===== src/rtl/negmul_pkg.sv =====
package negmul_pkg;

    // Control states of the serial load sequencer
    typedef enum logic [2:0] {
        ST_IDLE  = 3'd0,
        ST_LOAD  = 3'd1,
        ST_PAD   = 3'd2,
        ST_FLUSH = 3'd3,
        ST_DONE  = 3'd4
    } feed_state_t;

    // Carry-out of a single-bit full adder
    function automatic logic fa_carry(input logic a, input logic b, input logic c);
        return (a & b) | (a & c) | (b & c);
    endfunction

endpackage


===== src/rtl/negmul_feed.sv =====
module negmul_feed
    import negmul_pkg::*;
#(
    parameter int MOD_W = 24,
    parameter int TOP   = 24,
    parameter int CW    = 5
) (
    input  logic          clk,
    input  logic          rst_n,
    input  logic          m_bit,
    input  logic          m_valid,
    input  logic          m_start,
    input  logic          m_last,
    input  logic          tail_hit,
    output logic          bit_o,
    output logic          vld_o,
    output logic [CW-1:0] idx_o,
    output logic          done_o
);

    localparam int              SPAN    = (MOD_W > TOP) ? MOD_W : TOP;
    localparam logic [CW-1:0]   TOP_C   = CW'(TOP);
    localparam logic [CW-1:0]   TOP_M1  = CW'(TOP - 1);
    localparam logic [CW-1:0]   MODW_M1 = CW'(MOD_W - 1);
    localparam logic [CW-1:0]   CNT_MAX = CW'(SPAN);

    feed_state_t   st_q, st_d;
    logic [CW-1:0] cnt_q;
    logic          tail_q;
    logic          last_now;

    assign last_now = m_last || (cnt_q == MODW_M1);

    // State register
    always_ff @(posedge clk or negedge rst_n) begin
        if (!rst_n) begin
            st_q <= ST_IDLE;
        end else begin
            st_q <= st_d;
        end
    end

    // Next-state logic
    always_comb begin
        st_d = st_q;
        if (m_start) begin
            st_d = ST_LOAD;
        end else begin
            unique case (st_q)
                ST_IDLE:  st_d = ST_IDLE;
                ST_LOAD:  if (m_valid && last_now)
                              st_d = (cnt_q < TOP_M1) ? ST_PAD : ST_FLUSH;
                ST_PAD:   if (cnt_q == TOP_M1) st_d = ST_FLUSH;
                ST_FLUSH: if (tail_hit || tail_q) st_d = ST_DONE;
                ST_DONE:  st_d = ST_DONE;
                default:  st_d = ST_IDLE;
            endcase
        end
    end

    // Outputs: serial stream towards the stage chain and the done flag
    always_ff @(posedge clk or negedge rst_n) begin
        if (!rst_n) begin
            cnt_q  <= '0;
            tail_q <= 1'b0;
            bit_o  <= 1'b0;
            vld_o  <= 1'b0;
            idx_o  <= '0;
            done_o <= 1'b0;
        end else begin
            vld_o  <= 1'b0;
            bit_o  <= 1'b0;
            done_o <= (st_d == ST_DONE);
            if (m_start) begin
                cnt_q  <= '0;
                tail_q <= 1'b0;
            end else begin
                if (tail_hit) tail_q <= 1'b1;
                unique case (st_q)
                    ST_LOAD: begin
                        if (m_valid) begin
                            if (cnt_q < TOP_C) begin
                                vld_o <= 1'b1;
                                bit_o <= m_bit;
                                idx_o <= cnt_q;
                            end
                            if (cnt_q != CNT_MAX) cnt_q <= cnt_q + 1'b1;
                        end
                    end
                    ST_PAD: begin
                        vld_o <= 1'b1;
                        bit_o <= 1'b0;
                        idx_o <= cnt_q;
                        cnt_q <= cnt_q + 1'b1;
                    end
                    ST_IDLE, ST_FLUSH, ST_DONE: begin
                    end
                    default: begin
                    end
                endcase
            end
        end
    end

endmodule


===== src/rtl/negmul_stage.sv =====
module negmul_stage
    import negmul_pkg::*;
#(
    parameter int CW     = 5,
    parameter int WIN_LO = 12,
    parameter int WIN_W  = 12
) (
    input  logic             clk,
    input  logic             rst_n,
    input  logic             clr,
    input  logic             a_i,
    input  logic             b_i,
    input  logic             v_i,
    input  logic [CW-1:0]    idx_i,
    output logic             sum_o,
    output logic             b_o,
    output logic             v_o,
    output logic [CW-1:0]    idx_o,
    output logic [WIN_W-1:0] win_o
);

    localparam logic [CW-1:0] LO_C = CW'(WIN_LO);
    localparam logic [CW-1:0] HI_C = CW'(WIN_LO + WIN_W - 1);

    logic carry_q;
    logic nb, cin, sum_d, cout_d, in_win;

    // Subtract: a + ~b + 1, the +1 entering as carry on bit 0
    assign nb     = ~b_i;
    assign cin    = (idx_i == '0) ? 1'b1 : carry_q;
    assign sum_d  = a_i ^ nb ^ cin;
    assign cout_d = fa_carry(a_i, nb, cin);
    assign in_win = (idx_i >= LO_C) && (idx_i <= HI_C);

    always_ff @(posedge clk or negedge rst_n) begin
        if (!rst_n) begin
            carry_q <= 1'b0;
            sum_o   <= 1'b0;
            b_o     <= 1'b0;
            v_o     <= 1'b0;
            idx_o   <= '0;
            win_o   <= '0;
        end else if (clr) begin
            carry_q <= 1'b0;
            v_o     <= 1'b0;
            win_o   <= '0;
        end else begin
            v_o <= v_i;
            if (v_i) begin
                sum_o   <= sum_d;
                b_o     <= b_i;
                idx_o   <= idx_i;
                carry_q <= cout_d;
                if (in_win) win_o <= {sum_d, win_o[WIN_W-1:1]};
            end
        end
    end

endmodule


===== src/rtl/negmul_window_gen.sv =====
module negmul_window_gen
    import negmul_pkg::*;
#(
    parameter int MOD_W  = 24,
    parameter int WIN_LO = 12,
    parameter int WIN_W  = 12,
    parameter int N_MULT = 39
) (
    input  logic                      clk,
    input  logic                      rst_n,
    input  logic                      m_bit,
    input  logic                      m_valid,
    input  logic                      m_start,
    input  logic                      m_last,
    output logic                      done,
    output logic [N_MULT*WIN_W-1:0]   win
);

    localparam int TOP  = WIN_LO + WIN_W;
    localparam int SPAN = (MOD_W > TOP) ? MOD_W : TOP;
    localparam int CW   = $clog2(SPAN + 1);
    localparam logic [CW-1:0] TOP_M1 = CW'(TOP - 1);

    logic          s_bit [0:N_MULT];
    logic          b_bit [0:N_MULT];
    logic          v_bit [0:N_MULT];
    logic [CW-1:0] idx_v [0:N_MULT];
    logic          fe_bit, fe_vld;
    logic [CW-1:0] fe_idx;
    logic          tail_hit;
    logic          unused_sum, unused_b;

    assign s_bit[0] = 1'b0;
    assign b_bit[0] = fe_bit;
    assign v_bit[0] = fe_vld;
    assign idx_v[0] = fe_idx;
    assign tail_hit = v_bit[N_MULT] && (idx_v[N_MULT] == TOP_M1);

    negmul_feed #(.MOD_W(MOD_W), .TOP(TOP), .CW(CW)) feed_i (
        .clk      (clk),
        .rst_n    (rst_n),
        .m_bit    (m_bit),
        .m_valid  (m_valid),
        .m_start  (m_start),
        .m_last   (m_last),
        .tail_hit (tail_hit),
        .bit_o    (fe_bit),
        .vld_o    (fe_vld),
        .idx_o    (fe_idx),
        .done_o   (done)
    );

    for (genvar j = 1; j <= N_MULT; j++) begin : g_stage
        logic st_sum, st_b;
        negmul_stage #(.CW(CW), .WIN_LO(WIN_LO), .WIN_W(WIN_W)) stage_i (
            .clk   (clk),
            .rst_n (rst_n),
            .clr   (m_start),
            .a_i   (s_bit[j-1]),
            .b_i   (b_bit[j-1]),
            .v_i   (v_bit[j-1]),
            .idx_i (idx_v[j-1]),
            .sum_o (st_sum),
            .b_o   (st_b),
            .v_o   (v_bit[j]),
            .idx_o (idx_v[j]),
            .win_o (win[(j-1)*WIN_W +: WIN_W])
        );
        if (j < N_MULT) begin : g_link
            assign s_bit[j] = st_sum;
            assign b_bit[j] = st_b;
        end else begin : g_end
            assign s_bit[j]   = 1'b0;
            assign b_bit[j]   = 1'b0;
            assign unused_sum = st_sum;
            assign unused_b   = st_b;
        end
    end

endmodule


===== config.mk =====
export PLATFORM = sky130hd
export DESIGN_NAME = negmul_window_gen
export DESIGN_NICKNAME = d
export VERILOG_FILES = /design/src/rtl/negmul_pkg.sv /design/src/rtl/negmul_feed.sv /design/src/rtl/negmul_stage.sv /design/src/rtl/negmul_window_gen.sv
export SDC_FILE = /design/constraint.sdc
export NUM_CORES = 1
export LEC_CHECK = 0
export BUFFER_PORTS_ARGS = -buffer_cell sky130_fd_sc_hd__buf_2
export CORE_UTILIZATION = 52
export CTS_CLUSTER_SIZE = 12
export DETAILED_ROUTE_END_ITERATION = 7
export PLACE_DENSITY = 0.7
export SYNTH_ARGS = -nofsm -noshare
export SYNTH_HDL_FRONTEND = slang
export SYNTH_SLANG_ARGS = --single-unit

===== constraint.sdc =====
create_clock -name clk -period 2.5 [get_ports clk]
set_input_delay 0.375 -clock clk [delete_from_list [all_inputs] [get_ports clk]]
set_output_delay 0.375 -clock clk [all_outputs]
set_load 0.03 [all_outputs]

==> summary.txt, run 1 <==
Status = finished, final reports clean
CP max FO = 3
Average vias per placed instance = 5.24
Drt total wl = 69700 um
Worst hold margin = 0.0885 ns
Yosys cell types = 43
Share of cells above drive strength 1 = 0.284
Yosys warns = 0
Largest net degree at the start of global routing = 77
Cts bufs inserted = 88
Synth Instances = 2710
Peak supply drop = 0.495 mV
Tightest Pin Transition = 0.731 ns
Wire length per cell = 16.8 um
Worst Setup EP = g_stage[38].stage_i.sum_o$_DFFE_PN0P_
Vias post-DR = 21700
First-pass GRT wire length = 115000 um
CTS resizes = 0
IO Pins = 475
Antenna violations before repair = 2
Antenna Nets Post-Route = 0
Worst skew pair latency = 0.61 ns
Final nets = 3264
Pre-antenna DRT Iters = 5
Slew Limit Fails = 0
Synthesis-stage register bit count = 834
CP Capture Type = flip-flop
Crit. Startpoint = g_stage[37].stage_i.idx_o[1]$_DFFE_PN0P_
Sequential-to-total area share from yosys stat = 0.601
DRC = 0
Die height = 260 um
Crit path kind = flip-flop to flip-flop
Initial Util = 0.527
Site Rows = 94
Syn nets = 2757
Initial drt markers = 1209
Sequential Area = 20900 um2
Synthesized area = 34700 um2
Multi-input gate area = 12800 um2
Final GP Congestion = 0.805
Synth-to-Final Area Change = 18.2%
Gr usage total = 0.205
CTS root buf = clkbuf_16
MaxCap Viol Count = 0
CTS tree = done
Endpoints failing hold = 0
Clock slew at reported path FFs = 0.06 ns
Top FF cell, synth = dfrtp_1
Sum Neg Setup Slack = 0 ns
PwrDens = 665 nW/um2
Setup repair bufs after CTS = 0
Worst Skew = 0.0229 ns
Minimum clock period = 2.00 ns
Startpoint types = flip-flop
Setup violations, final = 0
R2R cell count = 4
H-tree depth = 3
Hold-fix buffers at CTS = 2
Post-synth EDFFs = 0
Filler cell count = 5131
Worst Hold Class = primary input to flip-flop
Period utilisation layout = 0.798
Die W = 260 um
FF-to-FF Start = g_stage[37].stage_i.idx_o[1]$_DFFE_PN0P_
R2R setup slack = 0.50 ns
Lkg Pwr = 24.7 nW
Port bufs = 474
Clock buffer depth = 3
RSZ-0062 raised after global routing = no
Worst Path Required = 3.00 ns
Die footprint = 67800 um2
Fmax = 0.501 GHz
Num Clock Sinks = 834
Async set-reset flop share out of synthesis = 1.00
Area of the core = 65900 um2
Total gr overflow = 0
HPWL after DPL = 48500 um
FF-to-FF End = g_stage[38].stage_i.sum_o$_DFFE_PN0P_
Worst slew margin = 0.512
Critical path arrival = 2.50 ns
Syn_area_per_cell = 12.8 um2
Vias in the first global route = 22200
[final cells by class]
type	count	share of cell area
well taps	864	0.0263
clock inverters	17	0.00454
multi-input cells	1658	0.312
flip-flops and latches	834	0.508
repair buffers	558	0.0780
diodes	1	0.0000610
inverters	77	0.00704
clock buffers	135	0.0639
[how the worst min path moves through the flow]
stage	startpoint	end	slack [ns]	cells past startpoint
6_report	m_last	feed_i.st_q[1]$_DFF_PN0_	0.09	3
5_1_grt	m_valid	feed_i.st_q[0]$_DFF_PN0_	0.08	3
4_1_cts	m_last	feed_i.st_q[1]$_DFF_PN0_	0.04	3
3_5_place_dp	rst_n	g_stage[20].stage_i.win_o[5]$_DFFE_PN0P_	0.38	1
3_3_place_gp	rst_n	g_stage[20].stage_i.win_o[4]$_DFFE_PN0P_	0.38	1
2_1_floorplan	rst_n	feed_i.bit_o$_DFF_PN0_	0.08	0
[metrics by stage]
stage | power (mW) | worst slack [ns] | area, um2 | util | std cells
finish | 27.3 | 0.504 | 41000 | 0.623 | 4144
global route | 28.3 | 0.430 | 41000 | 0.623 | 4143
CTS | 27.7 | 0.511 | 41000 | 0.623 | 4143
detailed placement | 15.0 | 0.519 | 38200 | 0.580 | 3989
global placement | 14.9 | 0.575 | 38200 | 0.580 | 3989
floorplan | 14.5 | 0.653 | 34700 | - | 2710
[where the power goes]
part	internal, mW	switching, mW	total (mW)
sequential	13.6	0.135	13.8
clock	7.50	5.07	12.6
combinational	0.343	0.606	0.949
total	21.5	5.81	27.3
[flip-flops by register name, indices dropped and copies added, names as in the netlist]
| name | cells |
|---|---|
| g_stage.stage_i.win_o | 468 |
| feed_i.idx_o | 5 |
| feed_i.cnt_q | 5 |
| g_stage.stage_i.idx_o | 195 |
| feed_i.done_o | 1 |
| feed_i.bit_o | 1 |
| g_stage.stage_i.v_o | 39 |
| g_stage.stage_i.sum_o | 38 |
| feed_i.tail_q | 1 |
| g_stage.stage_i.carry_q | 39 |
| feed_i.vld_o | 1 |
| g_stage.stage_i.b_o | 38 |
| feed_i.st_q | 3 |
[placed cells by master (no fill, tap or decap), types with 4 or more instances in the layout]
master     synthesis  layout
and3b_1           39      39
buf_12             0      14
buf_2             90     472
buf_4             39      68
clkbuf_1          10      26
clkbuf_16          0      91
clkbuf_8           0      18
clkinv_2           0      11
dfrtp_1          834     834
fa_1              38      38
inv_1             77      77
mux2_2           236     236
mux2i_1          507     507
nand2_1           43      43
nand2b_1          38      38
nand4b_1           4       4
nor2_1           516     516
nor2b_1           45      45
o21ai_0           42      42
o21ai_1           39      35
o21ai_2            1       5
o21bai_1          39      39
or4_1             39      39
[synthesized netlist by cell type (4+ instances only)]
cell type | instances | area (um2)
mux2_2 | 236 | 2660
o21ai_0 | 42 | 210
or4_1 | 39 | 293
nor2b_1 | 45 | 282
buf_2 | 90 | 450
buf_4 | 39 | 293
fa_1 | 38 | 761
nand4b_1 | 4 | 35.0
mux2i_1 | 507 | 5070
inv_1 | 77 | 289
o21ai_1 | 39 | 195
o21bai_1 | 39 | 293
nor2_1 | 516 | 1940
clkbuf_1 | 10 | 37.5
dfrtp_1 | 834 | 20900
nand2b_1 | 38 | 238
and3b_1 | 39 | 342
nand2_1 | 43 | 161
[critical path, stage by stage (launching register included)]
cell and delay (ns):
dfrtp_1 0.40, or4_1 0.54, o21bai_1 0.19, fa_1 0.47
mux2_2 0.28
[cell families (layout without fill, tap and decap cells)]
logic type / count (synthesis) / count (layout) / synth area share
compound gates: 136 / 136 / 0.0237
fa+ha+maj: 41 / 41 / 0.0230
mux: 744 / 744 / 0.223
other cells: 0 / 1 / 0
xor+xnor: 2 / 2 / 0.000505
flops: 834 / 834 / 0.601
simple gates: 735 / 735 / 0.0975
buf+inv: 218 / 787 / 0.0310
[per-layer routing]
metal,up-vias,wire length (um),GRT usage
li1,10200,-,-
met1,11000,30900,0.274
met2,397,34400,0.344
met3,105,2980,0.0355
met4,4,1380,0.0599
met5,-,22,0
Note: power is estimated with default switching activity, not from simulation.
==> run 2: changes to the inputs <==
Clock period 2.5 ns to 2 ns, I/O delays scaled along.
==> summary.txt, run 2 (synthesized netlist as in run 1, its figures left out) <==
Placed cells = 4041 (was 3989)
Worst Path Required = 2.49 ns (was 3.00 ns)
Finished Cell Area = 41800 um2 (was 41000 um2)
Fmax = 0.509 GHz (was 0.501 GHz)
Minimum clock period = 1.96 ns (was 2.00 ns)
Status = finished, final reports clean (unchanged)
Final nets = 3332 (was 3264)
H-tree depth = 3 (unchanged)
WHS Path Cells = 3 (unchanged)
Die height = 260 um (unchanged)
Die W = 260 um (unchanged)
Slew Limit Fails = 0 (unchanged)
Num Clock Sinks = 834 (unchanged)
Setup violations, final = 0 (unchanged)
Commonest non-fill, non-tap cell in the layout = dfrtp_1 (unchanged)
Vias in the first global route = 22800 (was 22200)
Total gr overflow = 0 (unchanged)
FF-to-FF End = g_stage[3].stage_i.sum_o$_DFFE_PN0P_ (was g_stage[38].stage_i.sum_o$_DFFE_PN0P_)
Pre-antenna DRT Iters = 6 (was 5)
Worst hold endpoint = feed_i.st_q[0]$_DFF_PN0_ (was feed_i.st_q[1]$_DFF_PN0_)
CP max FO = 2 (was 3)
Startpoint types = flip-flop (unchanged)
Peak supply drop = 0.577 mV (was 0.495 mV)
Endpoints failing hold = 0 (unchanged)
Worst slew margin = 0.621 (was 0.512)
Non-filler cells, final = 4208 (was 4144)
Largest regs = g_stage.stage_i.win_o x468, g_stage.stage_i.idx_o x195 (unchanged)
Top reg by flops = g_stage.stage_i.win_o (unchanged)
R2R cell count = 4 (unchanged)
Worst Skew = 0.0219 ns (was 0.0229 ns)
Area of the core = 65900 um2 (unchanged)
R2R setup slack = 0.04 ns (was 0.50 ns)
Antenna Nets Post-Route = 0 (unchanged)
Period utilisation layout = 0.982 (was 0.798)
Final core occ = 0.635 (was 0.623)
Site Rows = 94 (unchanged)
FF-to-FF Start = g_stage[2].stage_i.idx_o[1]$_DFFE_PN0P_ (was g_stage[37].stage_i.idx_o[1]$_DFFE_PN0P_)
CP Capture Type = flip-flop (unchanged)
Share of cells above drive strength 1 = 0.306 (was 0.284)
Cts bufs inserted = 88 (unchanged)
Max FFs per register = 468 (unchanged)
Tightest Pin Transition = 0.568 ns (was 0.731 ns)
Antenna violations before repair = 2 (unchanged)
Largest net degree at the start of global routing = 86 (was 77)
Port bufs = 474 (unchanged)
Antenna Cells = 0 (was 1)
Commonest cells after routing, fill and taps aside = dfrtp_1, nor2_1, mux2i_1 (unchanged)
RSZ-0062 raised after global routing = yes (was no)
PwrDens = 819 nW/um2 (was 665 nW/um2)
First-pass GRT wire length = 117000 um (was 115000 um)
Vias post-DR = 22000 (was 21700)
Synth-to-Final Area Change = 20.5% (was 18.2%)
Initial Util = 0.527 (unchanged)
CTS tree = done (unchanged)
Average vias per placed instance = 5.23 (was 5.24)
MaxCap Viol Count = 0 (unchanged)
Worst Hold Class = primary input to flip-flop (unchanged)
IO Pins = 475 (unchanged)
Wire length per cell = 16.9 um (was 16.8 um)
Min-delay src = m_valid (was m_last)
Initial drt markers = 1196 (was 1209)
Critical path arrival = 2.45 ns (was 2.50 ns)
Crit path kind = flip-flop to flip-flop (unchanged)
DRC = 0 (unchanged)
Cell Area, Placed = 38700 um2 (was 38200 um2)
Die footprint = 67800 um2 (unchanged)
Drt total wl = 71000 um (was 69700 um)
CTS root buf = clkbuf_16 (unchanged)
HPWL after DPL = 49900 um (was 48500 um)
Worst skew pair latency = 0.62 ns (was 0.61 ns)
Clock buffer depth = 3 (unchanged)
Gr usage total = 0.210 (was 0.205)
Clock slew at reported path FFs = 0.06 ns (about the same)
Lkg Pwr = 25.1 nW (was 24.7 nW)
Final GP Congestion = 0.795 (was 0.805)
run 2: metal layers:
layer / vias to the layer above / GRT usage / wire [um] / part of all wire
li1: 10300 / - / - / -
met1: 11200 / 0.278 / 30800 / 0.43
met2: 420 / 0.350 / 35300 / 0.50
met3: 114 / 0.0369 / 3170 / 0.045
met4: 2 / 0.0713 / 1640 / 0.023
met5: - / 0 / 13 / 0.00018
run 2: what timing repair did:
item	CTS	global route
setup buffers	0	14
resized for setup	0	43
endpoints found under the hold margin	99	0
hold buffers	4	0
setup endpoints to repair	0	32
run 2: cell type report:
class | count | area [um2]
fillers | 5089 | 24000
flip-flops and latches | 834 | 20900
multi-input cells | 1658 | 13000
repair buffers | 626 | 3830
clock buffers | 133 | 2590
well taps | 864 | 1080
inverters | 77 | 289
clock inverters | 16 | 176
run 2: per-stage QoR:
step | power [mW] | setup slack [ns] | setup TNS [ns] | hold WS [ns]
global route | 35.6 | -0.0411 | -0.229 | 0.0327
floorplan | 18.1 | 0.153 | 0 | 0.00441
global placement | 18.7 | 0.0707 | 0 | 0.249
detailed placement | 18.8 | 0.0222 | 0 | 0.257
finish | 34.3 | 0.0367 | 0 | 0.0384
CTS | 34.6 | 0.00729 | 0 | 0.00445
run 2: power by group:
group	switching [mW]	total (mW)	leakage [nW]	internal (mW)
logic	0.826	1.41	12.1	0.585
registers	0.166	17.2	11.6	17.0
clock network	6.36	15.6	1.36	9.27
total	7.35	34.3	25.1	26.9
run 2: worst max path at each step:
stage                                                   startpoint  depth (start not counted)  slack (ns)                                    end
after floorplan            g_stage[9].stage_i.idx_o[1]$_DFFE_PN0P_                          4        0.15  g_stage[10].stage_i.sum_o$_DFFE_PN0P_
after global placement     g_stage[9].stage_i.idx_o[1]$_DFFE_PN0P_                          4        0.07  g_stage[10].stage_i.sum_o$_DFFE_PN0P_
after detailed placement   g_stage[3].stage_i.idx_o[1]$_DFFE_PN0P_                          4        0.02   g_stage[4].stage_i.sum_o$_DFFE_PN0P_
after CTS                 g_stage[31].stage_i.idx_o[0]$_DFFE_PN0P_                          4       0.007  g_stage[32].stage_i.sum_o$_DFFE_PN0P_
after global routing      g_stage[37].stage_i.idx_o[1]$_DFFE_PN0P_                          4       -0.04  g_stage[38].stage_i.sum_o$_DFFE_PN0P_
final                      g_stage[2].stage_i.idx_o[1]$_DFFE_PN0P_                          4        0.04   g_stage[3].stage_i.sum_o$_DFFE_PN0P_
run 2: critical path, cell delays in order, from the launching register on:
cell      delay (ns)
dfrtp_1         0.40
or4_4           0.56
o21bai_4        0.16
fa_1            0.46
mux2_2          0.27
